[src/rtl/xlat_walk_pkg.sv]
package xlat_walk_pkg;

   typedef enum logic [2:0] {
      FLT_NONE    = 3'd0,
      FLT_CANON   = 3'd1,
      FLT_NOTPRES = 3'd2,
      FLT_USER    = 3'd3,
      FLT_WRITE   = 3'd4,
      FLT_EXEC    = 3'd5
   } flt_e;

   typedef enum logic [1:0] {
      ST_IDLE,
      ST_ISSUE,
      ST_WAIT,
      ST_DONE
   } walk_st_e;

   localparam int ENT_W  = 64;
   localparam int P_BIT  = 0;
   localparam int RW_BIT = 1;
   localparam int US_BIT = 2;
   localparam int NX_BIT = 63;

endpackage

[src/rtl/xlat_canon_chk.sv]
module xlat_canon_chk #(
   parameter int VA_W  = 64,
   parameter int SIG_W = 48
) (
   input  logic [VA_W-1:0] va,
   output logic            ok
);

   generate
      if (SIG_W >= VA_W) begin : g_full
         logic unused_va;
         assign unused_va = ^va;
         assign ok = 1'b1;
      end else begin : g_sext
         // upper bits together with the top significant bit must be uniform
         assign ok = (&va[VA_W-1:SIG_W-1]) | ~(|va[VA_W-1:SIG_W-1]);
      end
   endgenerate

endmodule

[src/rtl/xlat_idx_sel.sv]
module xlat_idx_sel #(
   parameter int LEVELS = 4,
   parameter int IDX_W  = 9,
   parameter int OFS_W  = 12,
   parameter int LVL_W  = 2
) (
   input  logic [LEVELS*IDX_W+OFS_W-1:0] va,
   input  logic [LVL_W-1:0]              lvl,
   output logic [IDX_W-1:0]              idx
);

   logic [IDX_W-1:0] slice [LEVELS];
   logic             unused_ofs;

   assign unused_ofs = ^va[OFS_W-1:0];

   generate
      for (genvar g = 0; g < LEVELS; g++) begin : g_slice
         assign slice[g] = va[OFS_W + g*IDX_W +: IDX_W];
      end
   endgenerate

   always_comb begin
      idx = '0;
      for (int i = 0; i < LEVELS; i++) begin
         if (lvl == LVL_W'(i)) idx = slice[i];
      end
   end

endmodule

[src/rtl/xlat_perm_acc.sv]
module xlat_perm_acc #(
   parameter bit NX_EN = 1'b1
) (
   input  logic clk,
   input  logic rst_n,
   input  logic clear,
   input  logic load,
   input  logic ent_rw,
   input  logic ent_us,
   input  logic ent_nx,
   output logic rw_all,
   output logic us_all,
   output logic nx_any
);

   logic rw_q, us_q;

   always_ff @(posedge clk) begin
      if (!rst_n || clear) begin
         rw_q <= 1'b1;
         us_q <= 1'b1;
      end else if (load) begin
         rw_q <= rw_q & ent_rw;
         us_q <= us_q & ent_us;
      end
   end

   // views include the entry currently on the response bus
   assign rw_all = rw_q & ent_rw;
   assign us_all = us_q & ent_us;

   generate
      if (NX_EN) begin : g_nx
         logic nx_q;
         always_ff @(posedge clk) begin
            if (!rst_n || clear) nx_q <= 1'b0;
            else if (load)       nx_q <= nx_q | ent_nx;
         end
         assign nx_any = nx_q | ent_nx;


         nx_sticky_chk: assert property (@(posedge clk) disable iff (!rst_n)
            (load && ent_nx && !clear) |=> nx_any);
      end else begin : g_no_nx
         logic unused_nx;
         assign unused_nx = ent_nx;
         assign nx_any    = 1'b0;
      end
   endgenerate

endmodule

[src/rtl/xlat_walk4.sv]
module xlat_walk4
   import xlat_walk_pkg::*;
#(
   parameter int VA_W   = 64,
   parameter int SIG_W  = 48,
   parameter int PA_W   = 52,
   parameter int LEVELS = 4,
   parameter int IDX_W  = 9,
   parameter int OFS_W  = 12,
   parameter bit NX_EN  = 1'b1
) (
   input  logic            clk,
   input  logic            rst_n,
   input  logic            req_valid,
   output logic            req_ready,
   input  logic [VA_W-1:0] req_vaddr,
   input  logic            req_write,
   input  logic            req_exec,
   input  logic [1:0]      req_cpl,
   input  logic [63:0]     root_reg,
   output logic            mem_rd_valid,
   output logic [PA_W-1:0] mem_rd_addr,
   input  logic            mem_rsp_valid,
   input  logic [ENT_W-1:0] mem_rsp_data,
   output logic            done_valid,
   output logic [PA_W-1:0] done_paddr,
   output logic [2:0]      done_fault
);

   localparam int FRAME_W = PA_W - OFS_W;
   localparam int LVL_W   = (LEVELS > 1) ? $clog2(LEVELS) : 1;
   localparam int ESZ_W   = OFS_W - IDX_W;

   generate
      if (SIG_W != LEVELS*IDX_W + OFS_W) begin : g_bad_split
         $error("index fields and offset must cover the significant address bits");
      end
      if (ESZ_W != 3) begin : g_bad_table
         $error("a table must hold 2**IDX_W entries of 8 bytes in one page");
      end
      if (PA_W >= NX_BIT || SIG_W > VA_W) begin : g_bad_width
         $error("physical width must stay below the no-execute bit");
      end
   endgenerate

   walk_st_e           st_q;
   flt_e               flt_q, fin_flt;
   logic [SIG_W-1:0]   va_q;
   logic               wr_q, ex_q, usr_q;
   logic [LVL_W-1:0]   lvl_q;
   logic [FRAME_W-1:0] base_q;
   logic [PA_W-1:0]    pa_q;
   logic               canon_ok;
   logic [IDX_W-1:0]   idx;
   logic               rw_all, us_all, nx_any;
   logic               accept, rsp_hit, ent_p;
   logic [FRAME_W-1:0] ent_frame;
   logic               unused_bits;

   assign unused_bits = ^{root_reg[63:PA_W], root_reg[OFS_W-1:0],
                          mem_rsp_data[NX_BIT-1:PA_W], mem_rsp_data[OFS_W-1:US_BIT+1]};

   assign accept    = (st_q == ST_IDLE) && req_valid;
   assign rsp_hit   = (st_q == ST_WAIT) && mem_rsp_valid;
   assign ent_p     = mem_rsp_data[P_BIT];
   assign ent_frame = mem_rsp_data[PA_W-1:OFS_W];

   xlat_canon_chk #(.VA_W(VA_W), .SIG_W(SIG_W)) u_canon (
      .va (req_vaddr),
      .ok (canon_ok)
   );

   xlat_idx_sel #(.LEVELS(LEVELS), .IDX_W(IDX_W), .OFS_W(OFS_W), .LVL_W(LVL_W)) u_idx (
      .va  (va_q),
      .lvl (lvl_q),
      .idx (idx)
   );

   xlat_perm_acc #(.NX_EN(NX_EN)) u_perm (
      .clk    (clk),
      .rst_n  (rst_n),
      .clear  (accept),
      .load   (rsp_hit && ent_p),
      .ent_rw (mem_rsp_data[RW_BIT]),
      .ent_us (mem_rsp_data[US_BIT]),
      .ent_nx (mem_rsp_data[NX_BIT]),
      .rw_all (rw_all),
      .us_all (us_all),
      .nx_any (nx_any)
   );

   // permission verdict on the last level, fixed priority user > write > execute
   always_comb begin
      if (usr_q && !us_all)                fin_flt = FLT_USER;
      else if (usr_q && wr_q && !rw_all)   fin_flt = FLT_WRITE;
      else if (ex_q && nx_any)             fin_flt = FLT_EXEC;
      else                                 fin_flt = FLT_NONE;
   end

   always_ff @(posedge clk) begin
      if (!rst_n) begin
         st_q   <= ST_IDLE;
         flt_q  <= FLT_NONE;
         va_q   <= '0;
         wr_q   <= 1'b0;
         ex_q   <= 1'b0;
         usr_q  <= 1'b0;
         lvl_q  <= '0;
         base_q <= '0;
         pa_q   <= '0;
      end else begin
         unique case (st_q)
            ST_IDLE: if (req_valid) begin
               va_q   <= req_vaddr[SIG_W-1:0];
               wr_q   <= req_write;
               ex_q   <= req_exec;
               usr_q  <= (req_cpl == 2'd3);
               lvl_q  <= LVL_W'(LEVELS-1);
               base_q <= root_reg[PA_W-1:OFS_W];
               pa_q   <= '0;
               if (!canon_ok) begin
                  flt_q <= FLT_CANON;
                  st_q  <= ST_DONE;
               end else begin
                  flt_q <= FLT_NONE;
                  st_q  <= ST_ISSUE;
               end
            end
            ST_ISSUE: st_q <= ST_WAIT;
            ST_WAIT: if (mem_rsp_valid) begin
               if (!ent_p) begin
                  flt_q <= FLT_NOTPRES;
                  pa_q  <= '0;
                  st_q  <= ST_DONE;
               end else if (lvl_q == '0) begin
                  flt_q <= fin_flt;
                  pa_q  <= (fin_flt == FLT_NONE) ? {ent_frame, va_q[OFS_W-1:0]} : '0;
                  st_q  <= ST_DONE;
               end else begin
                  base_q <= ent_frame;
                  lvl_q  <= lvl_q - 1'b1;
                  st_q   <= ST_ISSUE;
               end
            end
            ST_DONE: st_q <= ST_IDLE;
            default: st_q <= ST_IDLE;
         endcase
      end
   end

   assign req_ready    = (st_q == ST_IDLE);
   assign mem_rd_valid = (st_q == ST_ISSUE);
   assign mem_rd_addr  = {base_q, idx, {ESZ_W{1'b0}}};
   assign done_valid   = (st_q == ST_DONE);
   assign done_paddr   = pa_q;
   assign done_fault   = flt_q;


   busy_on_done_chk: assert property (@(posedge clk) disable iff (!rst_n)
      done_valid |-> !req_ready);


   canon_flt_chk: assert property (@(posedge clk) disable iff (!rst_n)
      (req_valid && req_ready && !canon_ok) |=> (done_valid && done_fault == 3'(FLT_CANON)));


   notpres_end_chk: assert property (@(posedge clk) disable iff (!rst_n)
      (rsp_hit && !mem_rsp_data[P_BIT]) |=> (done_valid && done_fault == 3'(FLT_NOTPRES)));


   flt_zero_pa_chk: assert property (@(posedge clk) disable iff (!rst_n)
      (done_valid && done_fault != 3'(FLT_NONE)) |-> (done_paddr == '0));


   single_rd_chk: assert property (@(posedge clk) disable iff (!rst_n)
      mem_rd_valid |=> !mem_rd_valid);


   page_ofs_chk: assert property (@(posedge clk) disable iff (!rst_n)
      (done_valid && done_fault == 3'(FLT_NONE)) |-> (done_paddr[OFS_W-1:0] == va_q[OFS_W-1:0]));

endmodule

[config.mk]
export PLATFORM = sky130hd
export DESIGN_NAME = xlat_walk4
export DESIGN_NICKNAME = d
export VERILOG_FILES = /design/src/rtl/xlat_walk_pkg.sv /design/src/rtl/xlat_canon_chk.sv /design/src/rtl/xlat_idx_sel.sv /design/src/rtl/xlat_perm_acc.sv /design/src/rtl/xlat_walk4.sv
export SDC_FILE = /design/constraint.sdc
export NUM_CORES = 1
export LEC_CHECK = 0
export ABC_AREA = 1
export CORE_AREA = 2 2 119 121
export DETAILED_ROUTE_END_ITERATION = 10
export DIE_AREA = 0 0 121 123
export DONT_BUFFER_PORTS = 1
export GPL_TIMING_DRIVEN = 0
export PLACE_DENSITY = 0.56
export SETUP_SLACK_MARGIN = 0.3
export SKIP_CTS_REPAIR_TIMING = 1
export SLEW_MARGIN = 15
export SYNTH_ARGS = -nofsm -noshare
export SYNTH_HDL_FRONTEND = slang
export SYNTH_SLANG_ARGS = --single-unit
[constraint.sdc]
create_clock -name clk -period 2.5 [get_ports clk]
set_input_delay 0.5 -clock clk [delete_from_list [all_inputs] [get_ports clk]]
set_output_delay 0.5 -clock clk [all_outputs]
set_load 0.02 [all_outputs]
### Word level (Yosys, flattened, before mapping)

Cells that the tools add are included.

| storage, ports and cells | value |
|---|---|
| register bits | 153 |
| output and inout port bits | 110 |

| cells by class | value |
|---|---|
| $add $sub $neg | 1 |
| equal/unequal tests | 12 |
| mux-type cells | 35 |
| bitwise operators | 5 |
| reductions and logical operators | 21 |

Operator list:

| kind | number |
|---|---|
| 52-bit two-way mux | 5 |
| 40-bit two-way mux | 4 |
| 52-bit case mux with 2 select lines | 1 |
| 40-bit case mux with 2 select lines | 1 |
| 9-bit two-way mux | 4 |
| 3-bit two-way mux | 7 |
| 2-bit two-way mux | 9 |
| 17-bit AND reduction | 1 |
| 17-bit OR reduction | 1 |
| 2-bit == test, second input constant | 5 |
| 2-bit inequality test, second input constant | 4 |
| 2-bit case mux with 4 select lines | 1 |
| 1-bit logical AND | 7 |
| 3-bit case mux with 2 select lines | 1 |
| 5-bit AND reduction | 1 |
| 2-bit by 1-bit == test with 1-bit output, second input constant | 2 |
| 2-bit logical NOT | 2 |
| 2-bit case mux with 2 select lines | 1 |
| 2-bit AND reduction | 2 |
| 4-bit AND reduction | 1 |
| 1-bit logical NOT | 3 |
| 3-bit logical NOT | 1 |
| 3-bit by 2-bit inequality test with 1-bit output, second input constant | 1 |
| 1-bit AND | 2 |
| 6 further kinds | 7 |

### Logic depth before layout (Yosys ltp)

| depth | value |
|---|---|
| word-level depth | 11 |
| mapped depth | 12 |

### Cells and area by module

A second synthesis with hierarchy kept.

| second synthesis, totals | value |
|---|---|
| cells, all modules | 1130 |
| area total of the unflattened synthesis | 7124.3 um^2 |

Modules (own cells, without submodules):

| module | times used | cells each | area an instance (um^2) | sequential area each (um^2) |
|---|---|---|---|---|
| xlat_walk4 | 1 | 1033 | 6612.6 | 3002.9 |
| xlat_idx_sel | 1 | 52 | 276.5 | 0.0 |
| xlat_perm_acc | 1 | 18 | 122.6 | 60.1 |
| xlat_canon_chk | 1 | 27 | 112.6 | 0.0 |

### Least setup slack after synthesis

No wires, ideal clock.

| timing | value |
|---|---|
| path type | register to output |
| from | register lvl_q[0] |
| to | output port mem_rd_addr[5] |
| arrival time | 1.493 ns |
| setup slack | 0.507 ns |
| stages on the path, launching flop included | 7 |
| buffers on the path | 1 |
| path through | dfxtp_1 > inv_1 > ha_1 > clkbuf_1 > clkinv_1 > o21ai_0 > o21ai_0 |

| on the way | value |
|---|---|
| longest elaborated chain between the ends | 5 |
| elaborated cells on any way between the ends | 8 |
| those cells by class | eq/ne: 3; mux: 4; reduce/logical: 1 |

RTL lines:

| what | line | RTL |
|---|---|---|
| from (decl) | xlat_walk4.sv:50 | `logic [LVL_W-1:0] lvl_q;` |
| from (signal assigned) | xlat_walk4.sv:118 | `lvl_q <= LVL_W'(LEVELS-1);` |
| from (signal assigned) | xlat_walk4.sv:141 | `lvl_q <= lvl_q - 1'b1;` |
| 2-bit logical NOT | xlat_idx_sel.sv:26 | `if (lvl == LVL_W'(i)) idx = slice[i];` |
| 9-bit two-way mux (3 in a row) | xlat_idx_sel.sv:26 |  |
| 9-bit two-way mux * | xlat_idx_sel.sv:26 |  |
| to (decl) | xlat_walk4.sv:22 | `output logic [PA_W-1:0] mem_rd_addr,` |

Every way passes the cells marked *; elsewhere a longest branch is shown, timed or not.

### Worst setup path in the final report

| timing | value |
|---|---|
| from | register lvl_q[1] |
| to | output port mem_rd_addr[7] |

The elaborated chain is that of the path after synthesis.

==> results.sh <==
export IMPL_synth_compound_area_share_pct=21.29
export IMPL_power_density_nw_per_um2=1019
export IMPL_p_int_w=0.004954
export IMPL_vias=5537
export IMPL_fillCellCount=1362
export IMPL_yosys_mux_area_fraction_pct=0
export IMPL_finalPower_w=0.007299
export IMPL_gr_usage_met2_pct=41.47
export IMPL_drv_slew=0
export IMPL_yosysUniqueCellTypes=26
export IMPL_port_buffers=0
export IMPL_finalClockSkew_ns=0.01135
export IMPL_die_width_um=121
export IMPL_ys_ff_latch=153
export IMPL_hp_class="input port to register"
export IMPL_worstPathMaxFanout=8
export IMPL_seqPwrFrac_pct=42.6
export IMPL_final_util_pct=52.63
export IMPL_clkPwrFrac_pct=38.9
export IMPL_end_kind="output pin"
export IMPL_slew_limit_headroom_pct=56.65
export IMPL_yosysSeqAreaShare_pct=50.22
export IMPL_routed_wl_um=18670
export IMPL_core_um2=13610
export IMPL_syn_to_final_growth_pct=17.46
export IMPL_numCtsBuffers=17
export IMPL_grtUsageTotal_pct=24.78
export IMPL_switching_share_pct=32.13
export IMPL_final_cell_mix="nor2_1, nand2_1, dfxtp_1, o21ai_0, a31oi_1"
export IMPL_use_met3_pct=10.24
export IMPL_syn_area_um2=6100
export IMPL_row_count=43
export IMPL_hpwl_um=14290
export IMPL_power_frac_comb_pct=18.5
export IMPL_grt_pass1_wl_um=28410
export IMPL_power_leakage_nw=2.790
export IMPL_worstPathRequired_ns=2.00
export IMPL_gp_congestion=0.8424
export IMPL_diodes=0
export IMPL_yosysWarnings=0
export IMPL_syn_instance_count=803
export IMPL_outcome="complete, no violations"
export IMPL_worst_pin_slew_ns=0.6502
export IMPL_cts_tree="done"
export IMPL_start_kind="register"
export IMPL_clock_latency_ns=0.42
export IMPL_vdd_drop_max_mv=0.4866
export IMPL_cts_htree_levels=4
export IMPL_final_setup_viol_count=0
export IMPL_finalHoldViolCount=0
export IMPL_path_class="register to output pin"
export IMPL_viasPerCell=5.423
export IMPL_initial_utilization_pct=44.81
export IMPL_busiest_layer="met2"
export IMPL_grt_overflow_total=0
export IMPL_final_layout_size_suffix_gt1_share_pct=10.82
export IMPL_fp_dieH_um=123
export IMPL_cts_buffer_depth=2
export IMPL_synthSimpleGateAreaFrac_pct=21.54
export IMPL_grtUsageMet1_pct=28.29
export IMPL_grt_max_degree=17
export IMPL_num_io_pins=310
export IMPL_final_nets=1032
export IMPL_switchingPower_w=0.002345
export IMPL_antenna_found_initial=0
export IMPL_synth_top_family_by_area="simple AND/OR/NAND/NOR gates"
export IMPL_reg2reg_depth=8
export IMPL_drc=0
export IMPL_critPathArrivalTime_ns=1.70
export IMPL_grt_pass1_vias=5540
export IMPL_dr_pass1_iters=5
export IMPL_period_share_pct=87.93
export IMPL_post_drt_wl_per_cell_um=18.29
export IMPL_final_min_clock_period_ns=2.198
export IMPL_clk_pin_slew_ns=0.06
export IMPL_holdPathStages=2
export IMPL_fp_dieArea_um2=14880
export IMPL_detail_route_iter0_violations=305
export IMPL_layout_commonest_cell="nor2_1"
export IMPL_drt_antenna_violating_nets=0
export IMPL_yosys_area_share_xor_xnor_pct=0
export IMPL_synthAdderAreaFrac_pct=0.8205
export IMPL_rsz0062_at_grt="yes"
export IMPL_cts_sinks=153
export IMPL_synth_avg_cell_area_um2=7.596
export IMPL_clock_root_buffer="clkbuf_16"
export IMPL_max_clock_freq_ghz=0.4549
export IMPL_maxCapViolCount=0
[power by group through the flow]
stage          clock (W)  combinational (W)  sequential (W)
3_5_place_dp           0            0.00122         0.00315
5_1_grt          0.00298            0.00152         0.00314
4_1_cts          0.00288            0.00122         0.00310
6_report         0.00284            0.00135         0.00311
2_1_floorplan          0           0.000930         0.00308
3_3_place_gp           0            0.00119         0.00315
[stage by stage]
| step | TNS (ns) | area (um2) | cells | setup slack (ns) | hold WS (ns) |
|---|---|---|---|---|---|
| 2_1_floorplan | 0 | 6107 | 805 | 0.5073 | 0.4287 |
| 3_3_place_gp | 0 | 6332 | 985 | 0.1529 | 0.4370 |
| 3_5_place_dp | 0 | 6332 | 985 | 0.1066 | 0.4478 |
| 4_1_cts | -2.296 | 6980 | 1017 | -0.3648 | 0.1977 |
| 5_1_grt | 0 | 7164 | 1021 | 0.2434 | 0.2004 |
| 6_report | 0 | 7164 | 1021 | 0.3018 | 0.2201 |
[final timing paths]
check             slack, ns        startpoint        endpoint
hold / removal         0.22  mem_rsp_data[35]  done_paddr[35]
setup / recovery       0.30          lvl_q[1]  mem_rd_addr[7]
hold reg to reg        0.46           va_q[5]   done_paddr[5]
setup reg to reg       0.50           st_q[1]   done_paddr[7]
[per-layer routing]
layer / vias to the layer above / part of all wire [%]
met5: - / 0
met4: 0 / 2.0
met3: 24 / 10
met2: 233 / 48
met1: 2546 / 40
li1: 2734 / -
[cell usage after synthesis, drive strengths merged]
master	instances	area share, %
a31oi	43	4.4
conb	1	0.061
a21oi	37	3.0
buf	21	2.4
a22oi	37	4.6
inv	17	1.0
o21ai	102	8.4
nor2	164	10
ha	4	0.82
o211ai	7	0.86
nor3	2	0.35
or2	1	0.10
dfxtp	153	50
nand2	159	9.9
clkinv	3	0.18
nand4	3	0.31
nand3	9	0.74
clkbuf	40	2.5
[registers in the layout, summed over array words and instances, names as in the netlist, 2 cells and up]
signal and flops:
base_q 40, lvl_q 2, st_q 2, done_paddr 52
done_fault 3, va_q 48
[cell type report]
cell class / instances / area (um2) / area share, %
plain buffers: 61 / 322.8 / 4.506
multi-input cells: 571 / 2759 / 38.51
clock buffers: 19 / 432.9 / 6.043
clock inverters: 13 / 215.2 / 3.004
inverters: 20 / 92.59 / 1.292
repair buffers: 4 / 46.29 / 0.6462
flip-flops and latches: 153 / 3070 / 42.86
well taps: 180 / 225.2 / 3.144
[logic make-up (layout without fill, tap and decap cells)]
kind of cell	after synthesis	count (layout)
DFF	153	153
adders and majority gates	4	4
and+or+nand+nor	338	338
other	1	3
buffers and inverters	81	117
AOI/OAI and AO/OA	226	226
[worst max-delay path, cell delays in order (launching register included)]
cell and delay [ns]:
dfxtp_4 0.36, inv_4 0.08, ha_4 0.17, inv_6 0.05, buf_6 0.12, nand2_2 0.05
o211ai_1 0.14, a21oi_2 0.31
No activity file was read; power rests on OpenSTA's default activity.
